`src/rtl/tbs_pkg.sv`:
```
package tbs_pkg;
  localparam int unsigned LANES = 2;

  typedef struct packed {
    logic [LANES-1:0] wr_lane;
    logic [LANES-1:0] rd_lane;
    logic             x8;
    logic             split;
  } tbs_op_t;
endpackage

```
`src/rtl/tbs_ctrl.sv`:
```
module tbs_ctrl
  import tbs_pkg::*;
(
  input  logic    cs_n,
  input  logic    cs,
  input  logic    lo_en_n,
  input  logic    hi_en_n,
  input  logic    we_n,
  input  logic    oe_n,
  input  logic    byte_n,
  input  logic    byte_addr,
  output tbs_op_t op
);
  logic             chosen;
  logic             x8;
  logic             split;
  logic             live;
  logic [LANES-1:0] lanes;

  always_comb begin
    chosen = ~cs_n & cs & ~(lo_en_n & hi_en_n);
    x8     = ~byte_n;
    split  = chosen & x8 & (lo_en_n ^ hi_en_n);
    live   = chosen & ~split;
    if (x8) lanes = byte_addr ? 2'b10 : 2'b01;
    else    lanes = {~hi_en_n, ~lo_en_n};
    op.wr_lane = (live & ~we_n)        ? lanes : '0;
    op.rd_lane = (live & we_n & ~oe_n) ? lanes : '0;
    op.x8      = x8;
    op.split   = split;
  end
endmodule

```
`src/rtl/tbs_bank.sv`:
```
module tbs_bank #(
  parameter int unsigned ADDR_W = 4,
  parameter int unsigned LANE_W = 8,
  parameter int unsigned LANES  = 2
) (
  input  logic                      clk,
  input  logic [LANES-1:0]          wr_lane,
  input  logic [ADDR_W-1:0]         idx,
  input  logic [LANES*LANE_W-1:0]   wdata,
  output logic [LANES*LANE_W-1:0]   rdata
);
  localparam int unsigned DEPTH = 1 << ADDR_W;

  for (genvar g = 0; g < LANES; g++) begin : g_lane
    logic [LANE_W-1:0] cells [DEPTH];

    always_ff @(posedge clk) begin
      if (wr_lane[g]) cells[idx] <= wdata[g*LANE_W +: LANE_W];
    end

    assign rdata[g*LANE_W +: LANE_W] = cells[idx];
  end
endmodule

```
`src/rtl/tbs_hold_mon.sv`:
```
module tbs_hold_mon #(
  parameter int unsigned AW = 5
) (
  input  logic          clk,
  input  logic          rst_q,
  input  logic          we_n,
  input  logic [AW-1:0] addr,
  output logic          hold_err
);
  logic          strobe_q;
  logic [AW-1:0] addr_q;
  logic          err_d;

  always_comb begin
    err_d = strobe_q & ~we_n & (addr != addr_q);
  end

  always_ff @(posedge clk or negedge rst_q) begin
    if (!rst_q) begin
      strobe_q <= 1'b0;
      addr_q   <= '0;
      hold_err <= 1'b0;
    end else begin
      strobe_q <= ~we_n;
      if (!we_n) addr_q <= addr;
      hold_err <= err_d;
    end
  end

  // a flag can only follow an edge that saw the strobe low
  p_hold_needs_strobe_r10: assert property (@(posedge clk) disable iff (!rst_q)
    hold_err |-> $past(!we_n));
endmodule

```
`src/rtl/twin_bank_sram.sv`:
```
module twin_bank_sram
  import tbs_pkg::*;
#(
  parameter int unsigned ADDR_W = 4,
  parameter int unsigned LANE_W = 8
) (
  input  logic                  clk,
  input  logic                  rst_n,
  input  logic                  cs_n,
  input  logic                  cs,
  input  logic                  lo_en_n,
  input  logic                  hi_en_n,
  input  logic                  we_n,
  input  logic                  oe_n,
  input  logic                  byte_n,
  input  logic [ADDR_W:0]       addr,
  input  logic [2*LANE_W-1:0]   dq_in,
  output logic [2*LANE_W-1:0]   dq_out,
  output logic [2*LANE_W-1:0]   dq_oe,
  output logic                  mode_err,
  output logic                  hold_err
);
  localparam int unsigned DATA_W = LANES * LANE_W;
  localparam int unsigned NBANK  = 2;

  logic              rst_meta, rst_q;
  tbs_op_t           op;
  logic              bank_sel;
  logic [DATA_W-1:0] wdata;
  logic [DATA_W-1:0] bank_rd [NBANK];
  logic [DATA_W-1:0] rd_word;
  logic [DATA_W-1:0] out_d, oe_d;
  logic              out_ld;

  always_ff @(posedge clk or negedge rst_n) begin
    if (!rst_n) begin
      rst_meta <= 1'b0;
      rst_q    <= 1'b0;
    end else begin
      rst_meta <= 1'b1;
      rst_q    <= rst_meta;
    end
  end

  tbs_ctrl u_ctrl (
    .cs_n      (cs_n),
    .cs        (cs),
    .lo_en_n   (lo_en_n),
    .hi_en_n   (hi_en_n),
    .we_n      (we_n),
    .oe_n      (oe_n),
    .byte_n    (byte_n),
    .byte_addr (dq_in[DATA_W-1]),
    .op        (op)
  );

  assign bank_sel = addr[ADDR_W];
  assign wdata    = op.x8 ? {LANES{dq_in[LANE_W-1:0]}} : dq_in;

  for (genvar b = 0; b < NBANK; b++) begin : g_bank
    logic [LANES-1:0] wr_here;
    assign wr_here = (bank_sel == b[0]) ? op.wr_lane : '0;

    tbs_bank #(.ADDR_W(ADDR_W), .LANE_W(LANE_W), .LANES(LANES)) u_bank (
      .clk     (clk),
      .wr_lane (wr_here),
      .idx     (addr[ADDR_W-1:0]),
      .wdata   (wdata),
      .rdata   (bank_rd[b])
    );
  end

  assign rd_word = bank_rd[bank_sel];

  always_comb begin
    oe_d = '0;
    out_d = '0;
    if (op.x8) begin
      if (|op.rd_lane) begin
        oe_d[LANE_W-1:0]  = '1;
        out_d[LANE_W-1:0] = op.rd_lane[1] ? rd_word[DATA_W-1:LANE_W]
                                          : rd_word[LANE_W-1:0];
      end
    end else begin
      for (int l = 0; l < LANES; l++) begin
        if (op.rd_lane[l]) begin
          oe_d[l*LANE_W +: LANE_W]  = '1;
          out_d[l*LANE_W +: LANE_W] = rd_word[l*LANE_W +: LANE_W];
        end
      end
    end
    out_ld = (|op.rd_lane) | (|dq_oe);
  end

  always_ff @(posedge clk or negedge rst_q) begin
    if (!rst_q) begin
      dq_oe    <= '0;
      dq_out   <= '0;
      mode_err <= 1'b0;
    end else begin
      dq_oe    <= oe_d;
      if (out_ld) dq_out <= out_d;
      mode_err <= op.split;
    end
  end

  tbs_hold_mon #(.AW(ADDR_W + 1)) u_hold (
    .clk      (clk),
    .rst_q    (rst_q),
    .we_n     (we_n),
    .addr     (addr),
    .hold_err (hold_err)
  );

  // a deselected edge leaves the bus undriven
  p_desel_hiz_r2: assert property (@(posedge clk) disable iff (!rst_q)
    (cs_n || !cs || (lo_en_n && hi_en_n)) |=> (dq_oe == '0));

  // strobe and output enable both high gives no drive
  p_idle_hiz_r7: assert property (@(posedge clk) disable iff (!rst_q)
    (we_n && oe_n) |=> (dq_oe == '0));

  // the upper lane is never driven in x8 organisation
  p_x8_upper_r8: assert property (@(posedge clk) disable iff (!rst_q)
    (!byte_n) |=> (dq_oe[DATA_W-1:LANE_W] == '0));

  // a single-lane x8 cycle raises the flag and drives nothing
  p_split_err_r9: assert property (@(posedge clk) disable iff (!rst_q)
    (!cs_n && cs && !byte_n && (lo_en_n != hi_en_n)) |=> (mode_err && dq_oe == '0));
endmodule

```
`config.mk`:
```
export PLATFORM = sky130hd
export DESIGN_NAME = twin_bank_sram
export DESIGN_NICKNAME = d
export VERILOG_FILES = /design/src/rtl/tbs_pkg.sv /design/src/rtl/tbs_ctrl.sv /design/src/rtl/tbs_bank.sv /design/src/rtl/tbs_hold_mon.sv /design/src/rtl/twin_bank_sram.sv
export SDC_FILE = /design/constraint.sdc
export NUM_CORES = 1
export LEC_CHECK = 0
export BUFFER_PORTS_ARGS = -buffer_cell sky130_fd_sc_hd__buf_2
export CORE_ASPECT_RATIO = 0.9
export CORE_MARGIN = 1
export CORE_UTILIZATION = 55
export DETAILED_ROUTE_END_ITERATION = 10
export GPL_ROUTABILITY_DRIVEN = 0
export PLACE_DENSITY = 0.75
export SLEW_MARGIN = 5
export SYNTH_ARGS = -nofsm -noshare
export SYNTH_HDL_FRONTEND = slang
export SYNTH_HIERARCHICAL = 1
export SYNTH_SLANG_ARGS = --single-unit
```
`constraint.sdc`:
```
create_clock -name clk -period 0.82 [get_ports clk]
set_input_delay 0.041 -clock clk [delete_from_list [all_inputs] [get_ports clk]]
set_output_delay 0.041 -clock clk [all_outputs]
set_load 0.03 [all_outputs]
```
# == Yosys cells after proc, flatten, opt, wreduce, memory -nomap -nowiden ==
# Memories as Yosys holds them, arrays and structs flattened.
# Index checks and enable logic that the tools add are counted.
# W data, S select, Z words.
# word_totals
mem_bits_rw,512
n_memories,4
out_inout_bits,34
word_cells,67
ff_bits,42
# memory_table
name,words,width,read_ports,rd_ports_with_merged_regs,write_ports,line,source
g_bank[0].u_bank.g_lane[0].cells,16,8,1,0,1,tbs_bank.sv:15,logic [LANE_W-1:0] cells [DEPTH];
g_bank[0].u_bank.g_lane[1].cells,16,8,1,0,1,tbs_bank.sv:15,
g_bank[1].u_bank.g_lane[0].cells,16,8,1,0,1,tbs_bank.sv:15,
g_bank[1].u_bank.g_lane[1].cells,16,8,1,0,1,tbs_bank.sv:15,
# classes
mux,29
n_reduce_logical,2
n_lt_le_gt_ge,1
n_eq_ne,1
bitwise_logic,22
# ops
operator,n
$mux W8,11
$mux W16,4
$reduce_or A16 Y1,1
$mux W2,6
$and A1 B1 Y1,11
$mux W1,8
$not A1 Y1,8
$ne A5 B5 Y1,1
$ge A2 B2 Y1 const B,1
$not A1 Y2,1
$reduce_or A2 Y1,1
$or A1 B1 Y1,1
$xor A1 B1 Y1,1

# == Longest topological paths before layout ==
# Gate-level depths: netlist of run 1.
# depth
depth_word,13
ltp_mapped,8
mapped_depth_nobuf,7

# == By module ==
# The synthesis of run 1 kept the hierarchy.
# modules_own_cells
mod,n_inst,cells_each,area_each_um2
tbs_bank,2,443,9803.2
twin_bank_sram,1,119,1256.2
tbs_hold_mon,1,21,299.0
tbs_ctrl,1,16,120.1

# == Worst setup path before layout of run 1 ==
# Ideal clock, no wire load.
# synth_timing
kind,input-to-reg
start,input lo_en_n
end,"memory g_bank[0].u_bank.g_lane[1].cells[0][0], enable pin"
arrival_ns,1.788
setup_ns,0.370
required_time_ns,0.450
setup_slack_ns,-1.338
n_path_buf,0
path_stages,7
cell_sequence,ha_1 nor3b_2 nand2_1 nor3_2 nor2b_1 or3b_2 nor2_1
# synth_lines
item,line,source
"start, declared",twin_bank_sram.sv:11,"input logic lo_en_n,"
"end, declared",tbs_bank.sv:15,

==> results.md, run 1 <==
- Vias per std cell: 6.21
- Die width: 209 um
- Crit start category: register
- Layout cell share with drive strength beyond 1: 48.6%
- CP peak stage delay: 500 ps
- FMAX: 499 MHz
- Synth area leaders: edfxtp_1, mux4_2, dfrtp_1
- Most numerous cell in the Yosys netlist: edfxtp_1
- R2R setup slack: -1180 ps
- PwrDens: 2270 nW/um^2
- Footprint of the multi-input gates: 5650 um^2
- Worst Skew: 26.5 ps
- Synth top cells by count: edfxtp_1, mux4_2, nor2_1
- DR vias: 11225
- Die area: 39500 um^2
- Hold_buf cts: 6
- Setup_tns: -373880 ps
- Worst r2r src: g_bank[1].u_bank/g_lane[1].cells[0][1]
- Slew Limit Headroom: 25.9%
- Clock slew at reported path FFs: 70 ps
- Yosys cell types: 44
- CTS tree: built
- Max rail drop VDD: 0.00192 V
- Asr flop ratio synth: 5.19%
- Average cell area after synthesis: 20.4 um^2
- Final setup vio count: 564
- Worst EP arrival: 2470 ps
- Routed Antenna Nets: 0
- Clock H-tree levels: 2
- Worst path slowest cell: mux4_2
- Num rows: 67
- Inst Count DP: 1672
- Gr usage total: 26.0%
- Leak: 8.92 nW
- Final hold vios: 1
- Finished Layout Cells: 1809
- WP depth: 6
- Sequential share of the synthesized area: 75.5%
- Top Ports: 64
- Layout Nets: 1315
- Period utilization: 244%
- Share of the synthesized area in the top cell type: 72.2%
- DR WL/cell: 27.8 um
- Residual DRC: 0
- CP top delay family: multiplexers
- Crit end category: register
- Synth Instances: 1042
- Drt first-iter violations: 1030
- Critical R2R Capture: dq_out[1]
- Hold/Removal Path Class: in2reg
- FF/Latch Area: 16100 um^2
- Top FF cell, synth: edfxtp_1
- Clock Path Buffers: 3
- Critical path type: reg2reg
- Final wirelength: 50400 um
- First-pass GRT wire length: 73400 um
- FILL cells: 2134
- Worst slew pin tran: 1110 ps
- Final WS setup: -1180 ps
- Clk sinks: 540
- Syn nets: 1073
- Min Hold Slack: -10.1 ps
- Initial antenna violation count: 3
- Grt ovf: 0
- Max Cap Viol: 0
- Critical path endpoint: dq_out[1]
- Min Tclk post-route: 2000 ps
- Vias in the first global route: 11523
- Post-synth EDFFs: 512
- Worst R2R Path Depth: 6
- CTS Buf Count: 51
- Yosys reg bits: 540
- Status: complete, but fails checks
- DP Wirelength: 31700 um
- Unrepaired setup endpoints after global routing: yes
- Worst path bufs/invs: 0
- Max Transition Viols Final: 0
- Root Buffer: clkbuf_16
- Worst-path maximum fanout: 2
- Area Growth Syn to Fin: 25.9%
- CP required: 1290 ps
- Die height: 189 um
- I/O Buffers: 63
- Worst setup path start: g_bank[1].u_bank/g_lane[1].cells[0][1]
- Initial Util: 56.5%
- Pre-antenna DRT Iters: 5
- Ys Warns: 6
- Failing checks: hold timing, setup timing
- Post-Syn Area: 21300 um^2
- Cells along the critical path: mux4_2 -> a22oi_2 -> nand2_1 -> mux2_4 -> a32oi_2 -> a21oi_2
- CORE AREA: 37600 um^2
- Post-synth top area cell: edfxtp_1
- Largest net degree at the start of global routing: 33
- Skew-Pair Late Insertion Delay: 590 ps
- Antenna cells: 0
## power breakdown
part	switching, W	internal [W]	total (W)
combinational	0.00281	0.00213	0.00494
clock	0.0101	0.0151	0.0252
sequential	0.000266	0.0305	0.0308
total	0.0131	0.0478	0.0609
## worst min-delay path, cell delays in order
cell and delay (ps):
buf_2 180, inv_8 100, nand2_4 80, buf_6 90, nand2b_1 40
## metal layers
metal,track usage [%],share of wire (%)
met4,9.53,3.4
met2,40.9,48
met5,0,0.022
met1,36.1,40
met3,5.83,8.3
## metrics by stage
step	total power [W]	worst slack [ps]	area, um^2	util, %	hold slack, ps
floorplan	0.0337	-1000	21900	-	-255
global placement	0.0354	-1430	23600	62.8	-175
detailed placement	0.0355	-1410	23600	62.8	-172
CTS	0.0607	-1150	26300	70.0	14.6
global route	0.0625	-1270	26800	71.2	-6.44
finish	0.0609	-1180	26800	71.2	-10.1
## how the worst min path moves through the flow
stage | cells past startpoint | to | from
floorplan | 0 | rst_meta | rst_n
global placement | 1 | rst_q | rst_n
detailed placement | 1 | rst_q | rst_n
CTS | 2 | g_bank[1].u_bank/g_lane[0].cells[15][3] | dq_in[3]
global route | 5 | dq_oe[7] | byte_n
finish | 5 | dq_oe[7] | byte_n
## what timing repair did
action	CTS	global route
hold endpoints to repair	4	1
gates cloned	0	1
resized for setup	109	144
setup endpoints to repair	564	565
setup buffers	27	10
pin swaps	40	33
## cell usage in the layout, fill, tap and decap left out, types with 5 or more instances in the layout
cell,synthesis,final
a22oi_1,64,35
a22oi_2,0,29
buf_12,0,32
buf_2,8,26
buf_4,22,129
buf_6,11,68
bufinv_16,0,11
clkbuf_1,32,10
clkbuf_16,0,52
clkinv_1,0,7
clkinv_2,0,5
clkinvlp_4,0,6
dfrtp_1,28,21
dfrtp_2,0,7
dlygate4sd3_1,0,6
edfxtp_1,512,512
mux2_2,13,11
mux2_4,1,11
mux4_2,124,128
nand2_1,58,43
nand2_2,0,8
nand2b_1,7,6
nor2_1,68,7
nor2_2,3,8
nor2_4,1,57
o21ai_1,5,7
## flip-flops by register name, summed over array words and instances, names as in the netlist
register,flops
g_bank.u_bank/g_lane.cells,512
dq_out,16
rst_q,1
u_hold/hold_err,1
mode_err,1
u_hold/strobe_q,1
rst_meta,1
u_hold/addr_q,5
dq_oe,2
## layout make-up
| class | count | share of cell area, % |
|---|---|---|
| inverters | 3 | 0.0701 |
| well taps | 483 | 2.26 |
| clock buffers | 62 | 5.00 |
| repair buffers | 265 | 9.80 |
| clock inverters | 33 | 1.75 |
| flip-flops and latches | 540 | 60.0 |
| multi-input cells | 423 | 21.1 |
## logic make-up after synthesis
logic type | count (synthesis) | share of synthesized area (%)
xor gates and xnor gates | 5 | 0.206
AOI/OAI and AO/OA | 87 | 3.05
adders and majority gates | 1 | 0.0588
other | 1 | 0.0176
buffers and inverters | 79 | 2.22
and+or+nand+nor | 171 | 3.74
muxes | 158 | 15.2
DFF | 540 | 75.5
(Power assumes the default switching activity.)
==> inputs of run 2 (changes only) <==
--- a/config.mk
+++ b/config.mk
@@ -12,6 +12,7 @@
 export DETAILED_ROUTE_END_ITERATION = 10
 export GPL_ROUTABILITY_DRIVEN = 0
 export PLACE_DENSITY = 0.75
+export REMOVE_ABC_BUFFERS = 1
 export SLEW_MARGIN = 5
 export SYNTH_ARGS = -nofsm -noshare
 export SYNTH_HDL_FRONTEND = slang
==> run 2 against run 1 <==
Against the previous run: combinational power hardly changed; non-clock buffer count rose by 12; worst setup slack better by 15 ps; clock skew fell by 14 ps; clock power down 9.1%; critical path type unchanged; hold slack better by 49 ps; the run ends with setup timing left; first-iteration DRC count rose by 19%; power shrank 3.8%; cell count increased by 0.66%.
==> results.md, run 2 (same netlist as run 1, synthesis figures left out) <==
- Max rail drop VDD: 0.00156 V (-19%)
- GR met1 Demand/Resource: 37.4% (+1.3 points)
- Unrepaired setup endpoints after global routing: yes
- First-pass GRT wire length: 74100 um (+0.97%)
- Initial antenna violation count: 0 (-3)
- Die height: 189 um (unchanged)
- Registers with the most flip-flops: g_bank.u_bank/g_lane.cells: 512 flops, dq_out: 16 flops, u_hold/addr_q: 5 flops
- Final setup vio count: 565 (+0.18%)
- Skew-Pair Late Insertion Delay: 570 ps (-20 ps)
- Routed Antenna Nets: 0 (unchanged)
- Fin util: 71.0% (-0.22 points)
- Setup_tns: -377080 ps (-3200 ps)
- Grt ovf: 0 (unchanged)
- Status: complete, but fails checks
- Max reg flops: 512 (unchanged)
- FMAX: 503 MHz (+0.74%)
- Leak: 8.94 nW (+0.21%)
- Root Buffer: clkbuf_16
- Max Transition Viols Final: 0 (unchanged)
- Die area: 39500 um^2 (unchanged)
- DR vias: 11496 (+2.4%)
- DP Wirelength: 30900 um (-2.4%)
- Critical path type: reg2reg
- CORE AREA: 37600 um^2 (unchanged)
- Most common library cell in the layout ignoring fill and taps: edfxtp_1
- Final wirelength: 50900 um (+0.94%)
- Min Tclk post-route: 1990 ps (-14.8 ps)
- Crit end category: register
- Largest net degree at the start of global routing: 33 (unchanged)
- Gr usage total: 26.1% (+0.15 points)
- Final WS setup: -1170 ps (+14.8 ps)
- CTS tree: built
- Worst-path maximum fanout: 1 (-1)
- Vias in the first global route: 11632 (+0.95%)
- Max Cap Viol: 0 (unchanged)
- Initial Util: 56.5% (unchanged)
- Worst Skew: 12.7 ps (-13.8 ps)
- Area Growth Syn to Fin: 25.5%
- CTS Buf Count: 51 (unchanged)
- Slew Limit Headroom: 37.8% (+12 points)
- Residual DRC: 0 (unchanged)
- GR peak layer: met2
- Antenna cells: 0 (unchanged)
- Clock slew at reported path FFs: 60 ps (about the same)
- Layout Nets: 1327 (+0.91%)
- Failing checks: setup timing
- Worst EP arrival: 2440 ps (-30 ps)
- PwrDens: 2190 nW/um^2 (-3.5%)
- Num rows: 67 (unchanged)
- CP required: 1270 ps (-20 ps)
- DR WL/cell: 27.9 um (+0.28%)
- Period utilization: 242% (-1.8 points)
- I/O Buffers: 63 (unchanged)
- Vias per std cell: 6.31 (+1.7%)
- Highest-count cells in the layout ignoring fill and taps: edfxtp_1, mux4_2, buf_6
- Crit start category: register
- Pre-antenna DRT Iters: 5 (unchanged)
- Met3 Track Usage GR: 4.87% (-0.97 points)
- Biggest register: g_bank.u_bank/g_lane.cells
- Clock Path Buffers: 3 (unchanged)
- Final hold vios: 0 (-1)
- Clock H-tree levels: 2 (unchanged)
- Met2 usage: 40.7% (-0.21 points)
- Worst slew pin tran: 932 ps (-177 ps)
- Hold/Removal Path Class: in2reg
- Top Ports: 64 (unchanged)
- Clk sinks: 540 (unchanged)
- Die width: 209 um (unchanged)
- Layout cell share with drive strength beyond 1: 48.1% (-0.44 points)
- Drt first-iter violations: 1221 (+19%)
[run 2: timing repair]
item                       in CTS  in global routing
buffers inserted               17                 14
setup endpoints to repair     565                566
resized for setup             283                114
hold buffers                    8                  0
gates cloned                    0                  0
hold endpoints to repair        7                  0
pin swaps                      57                 37
[run 2: through the flow]
stage | area [um^2] | cells | worst slack, ps | hold WS (ps) | power (W)
2_1_floorplan | 20800 | 966 | -1660 | -255 | 0.0330
3_3_place_gp | 23300 | 1691 | -1600 | -173 | 0.0352
3_5_place_dp | 23300 | 1691 | -1660 | -173 | 0.0353
4_1_cts | 26200 | 1811 | -1100 | 5.52 | 0.0584
5_1_grt | 26700 | 1821 | -1170 | 40.7 | 0.0601
6_report | 26700 | 1821 | -1170 | 38.9 | 0.0586
[run 2: area by class of cell]
class,count,area (um^2)
tap,483,604
clock inverter,27,196
timing repair buffer,277,2760
sequential,540,16100
clock buffer,68,1430
inverter,3,11.3
fill,2051,10900
multi-input combinational,423,5620
[run 2: metal layers]
layer	share of wire (%)	vias to the layer above	routed length [um]
met4	3.6	0	1820
met2	48	657	24700
met3	9.2	117	4660
li1	-	4756	-
met5	0	-	0
met1	39	5966	19700
[run 2: worst paths after layout]
| kind | start | to | slack (ps) | cells after the start |
|---|---|---|---|---|
| min | byte_n | mode_err | 40 | 4 |
| min reg2reg | rst_q | u_hold/addr_q[1] | 220 | 1 |
| max reg2reg | g_bank[1].u_bank/g_lane[0].cells[11][3] | dq_out[3] | -1170 | 6 |
| min in group asynchronous | rst_q | u_hold/addr_q[1] | 220 | 1 |
| max | g_bank[1].u_bank/g_lane[0].cells[11][3] | dq_out[3] | -1170 | 6 |
| max in group asynchronous | rst_n | rst_meta | 380 | 3 |
[run 2: critical path: stages, from the launching register on]
cell and delay [ps]:
edfxtp_1 380, mux4_2 530, a22oi_1 310, nand2_2 120
mux2_4 280, a32oi_2 170, a21oi_2 70
[run 2: power by group]
group          internal, W  switching [W]
sequential          0.0305       0.000219
clock               0.0132        0.00978
combinational      0.00213        0.00282
==> inputs of run 3 (changes only) <==
--- a/config.mk
+++ b/config.mk
@@ -11,7 +11,7 @@
 export CORE_UTILIZATION = 55
 export DETAILED_ROUTE_END_ITERATION = 10
 export GPL_ROUTABILITY_DRIVEN = 0
-export PLACE_DENSITY = 0.75
+export PLACE_DENSITY = 0.72
 export REMOVE_ABC_BUFFERS = 1
 export SLEW_MARGIN = 5
 export SYNTH_ARGS = -nofsm -noshare
==> constraint.sdc (replaced) <==
create_clock -name clk -period 2 [get_ports clk]
set_input_delay 0.1 -clock clk [delete_from_list [all_inputs] [get_ports clk]]
set_output_delay 0.1 -clock clk [all_outputs]
set_load 0.03 [all_outputs]
==> run 3 against run 2 <==
Against the previous run: the flow now finishes without violations; hold slack better by 55 ps; sequential power down 59%; wire length fell by 6.8%; critical path type unchanged; critical endpoint is now dq_out[6]; largest cell class unchanged.
==> results.md, run 3 (same netlist as run 1, synthesis figures left out) <==
- Status: completed
- Crit start category: register
- Area Growth Syn to Fin: 17.7%
- DP Wirelength: 30900 um (about the same)
- Layout cell share with drive strength beyond 1: 37.5% (-11 points)
- Crit end category: register
- CP top delay family: multiplexers
- CP peak stage delay: 520 ps (about the same)
- Layout Nets: 1285 (-3.2%)
- Die area: 39500 um^2 (unchanged)
- Slew Limit Headroom: 12.9% (-25 points)
- Unrepaired setup endpoints after global routing: no
- Routed Antenna Nets: 0 (unchanged)
- Worst R2R Path Depth: 6 (unchanged)
- Final setup vio count: 0 (-100%)
- Largest net degree at the start of global routing: 34 (+3.0%)
- Number of post-CTS setup repair buffers: 0 (-17)
- CORE AREA: 37600 um^2 (unchanged)
- Vias in the first global route: 10992 (-5.5%)
- Worst r2r src: g_bank[1].u_bank/g_lane[1].cells[8][6]
- Fin util: 66.5% (-4.4 points)
- Inst Count DP: 1677 (-0.83%)
- Hold path depth: 2 (-2)
- CP required: 2460 ps (+1190 ps)
- Worst path bufs/invs: 0 (unchanged)
- Die width: 209 um (unchanged)
- Drt first-iter violations: 1274 (+4.3%)
- Most common library cell in the layout ignoring fill and taps: edfxtp_1
- Hold Path End: g_bank[0].u_bank/g_lane[0].cells[13][4]
- FMAX: 509 MHz (+1.2%)
- Max Cap Viol: 0 (unchanged)
- Residual DRC: 0 (unchanged)
- Cells along the critical path: mux4_2 -> a22oi_2 -> nand2_2 -> mux2_4 -> a32oi_2 -> a21oi_2
- Worst EP arrival: 2430 ps (about the same)
- Gr usage total: 24.9% (-1.3 points)
- Clk sinks: 540 (unchanged)
- Root Buffer: clkbuf_16
- PwrDens: 957 nW/um^2 (-56%)
- Finished Layout Cells: 1782 (-2.1%)
- Die height: 189 um (unchanged)
- Clock H-tree levels: 2 (unchanged)
- Clock Path Buffers: 3 (unchanged)
- Critical R2R Capture: dq_out[6]
- Initial Util: 56.5% (unchanged)
- CTS Buf Count: 51 (unchanged)
- I/O Buffers: 63 (unchanged)
- Worst slew pin tran: 1300 ps (+369 ps)
- R2R setup slack: 40 ps (+1200 ps)
- Registers with the most flip-flops: g_bank.u_bank/g_lane.cells: 512 flops, dq_out: 16 flops, u_hold/addr_q: 5 flops
- Biggest register: g_bank.u_bank/g_lane.cells
- Clock slew at reported path FFs: 60 ps (about the same)
- Final hold vios: 0 (unchanged)
- Setup_tns: 0 ps (+377080 ps)
- Worst Skew: 15.9 ps (+3.26 ps)
- Skew-Pair Late Insertion Delay: 570 ps (about the same)
- Leak: 8.58 nW (-4.0%)
- Hold Path Origin: dq_in[4]
- FILL cells: 2405 (+17%)
- Period utilization: 98.2% (-140 points)
- Final wirelength: 47400 um (-6.8%)
- Num rows: 67 (unchanged)
- Worst-path maximum fanout: 2 (+1)
- Grt ovf: 0 (unchanged)
- Initial antenna violation count: 1 (+1)
- CTS tree: built
- DR WL/cell: 26.6 um (-4.8%)
- Hold/Removal Path Class: in2reg
- Max Transition Viols Final: 0 (unchanged)
- Min Tclk post-route: 1960 ps (-22.7 ps)
- Worst path slowest cell: mux4_2
- Vias per std cell: 6.17 (-2.3%)
- Critical path type: reg2reg
- Pre-antenna DRT Iters: 5 (unchanged)
- DR vias: 10989 (-4.4%)
- First-pass GRT wire length: 71000 um (-4.3%)
- Max rail drop VDD: 0.000667 V (-57%)
- Highest-count cells in the layout ignoring fill and taps: edfxtp_1, buf_4, mux4_2
- Max reg flops: 512 (unchanged)
- Top Ports: 64 (unchanged)
[run 3: area by class of cell]
cell class                 count  area (um^2)  area share [%]
clock buffer                  60         1360            5.43
antenna                        2         5.00          0.0200
inverter                       3         11.3          0.0450
timing repair buffer         235         1800            7.20
clock inverter                36          353            1.41
sequential                   540        16100            64.2
multi-input combinational    423         4830            19.3
tap                          483          604            2.41
[run 3: timing repair]
item | in CTS | in global routing
gates resized for setup | 2 | 19
pin swaps | 0 | 6
hold buffers | 7 | 0
endpoints found under the setup margin | 2 | 70
hold endpoints to repair | 6 | 0
[run 3: layer usage]
| layer | vias to the layer above | global-route usage, % | wire, um | share of wire, % |
|---|---|---|---|---|
| met5 | - | 0 | 0 | 0 |
| met1 | 5726 | 36.7 | 19700 | 42 |
| li1 | 4679 | - | - | - |
| met3 | 76 | 4.65 | 4110 | 8.7 |
| met4 | 0 | 6.53 | 1030 | 2.2 |
| met2 | 508 | 38.8 | 22500 | 47 |
[run 3: power breakdown]
group          total [W]  internal [W]  switching (W)
registers         0.0126        0.0125      0.0000938
clock network    0.00972       0.00565        0.00407
logic            0.00164      0.000636        0.00100
[run 3: metrics by stage]
step / instance area, um^2 / setup WS, ps / power (W) / hold slack (ps)
global placement: 23200 / -464 / 0.0144 / -112
CTS: 25000 / 15.3 / 0.0241 / 69.6
floorplan: 20800 / -482 / 0.0135 / -196
global route: 25000 / 0.340 / 0.0246 / 86.6
finish: 25000 / 35.4 / 0.0240 / 93.8
detailed placement: 23200 / -533 / 0.0144 / -112
[run 3: how the worst max path moves through the flow]
stage                                             from                                endpoint  slack, ps  cells past startpoint
3_5_place_dp                                   lo_en_n  g_bank[0].u_bank/g_lane[1].cells[4][3]       -530                      9
4_1_cts        g_bank[0].u_bank/g_lane[1].cells[11][0]                               dq_out[0]         20                      6
3_3_place_gp                                   lo_en_n  g_bank[0].u_bank/g_lane[1].cells[8][2]       -460                      9
2_1_floorplan                                 dq_oe[7]                               dq_out[2]       -480                      3
6_report        g_bank[1].u_bank/g_lane[1].cells[8][6]                               dq_out[6]         40                      6
5_1_grt        g_bank[1].u_bank/g_lane[0].cells[11][3]                               dq_out[3]        0.3                      6
[run 3: worst reg2reg max path: cells and delay by family (launching register included)]
family	cells	cell delay (ps)
AOI/OAI and AO/OA	3	560
DFF	1	390
muxes	2	800
and+or+nand+nor	1	110
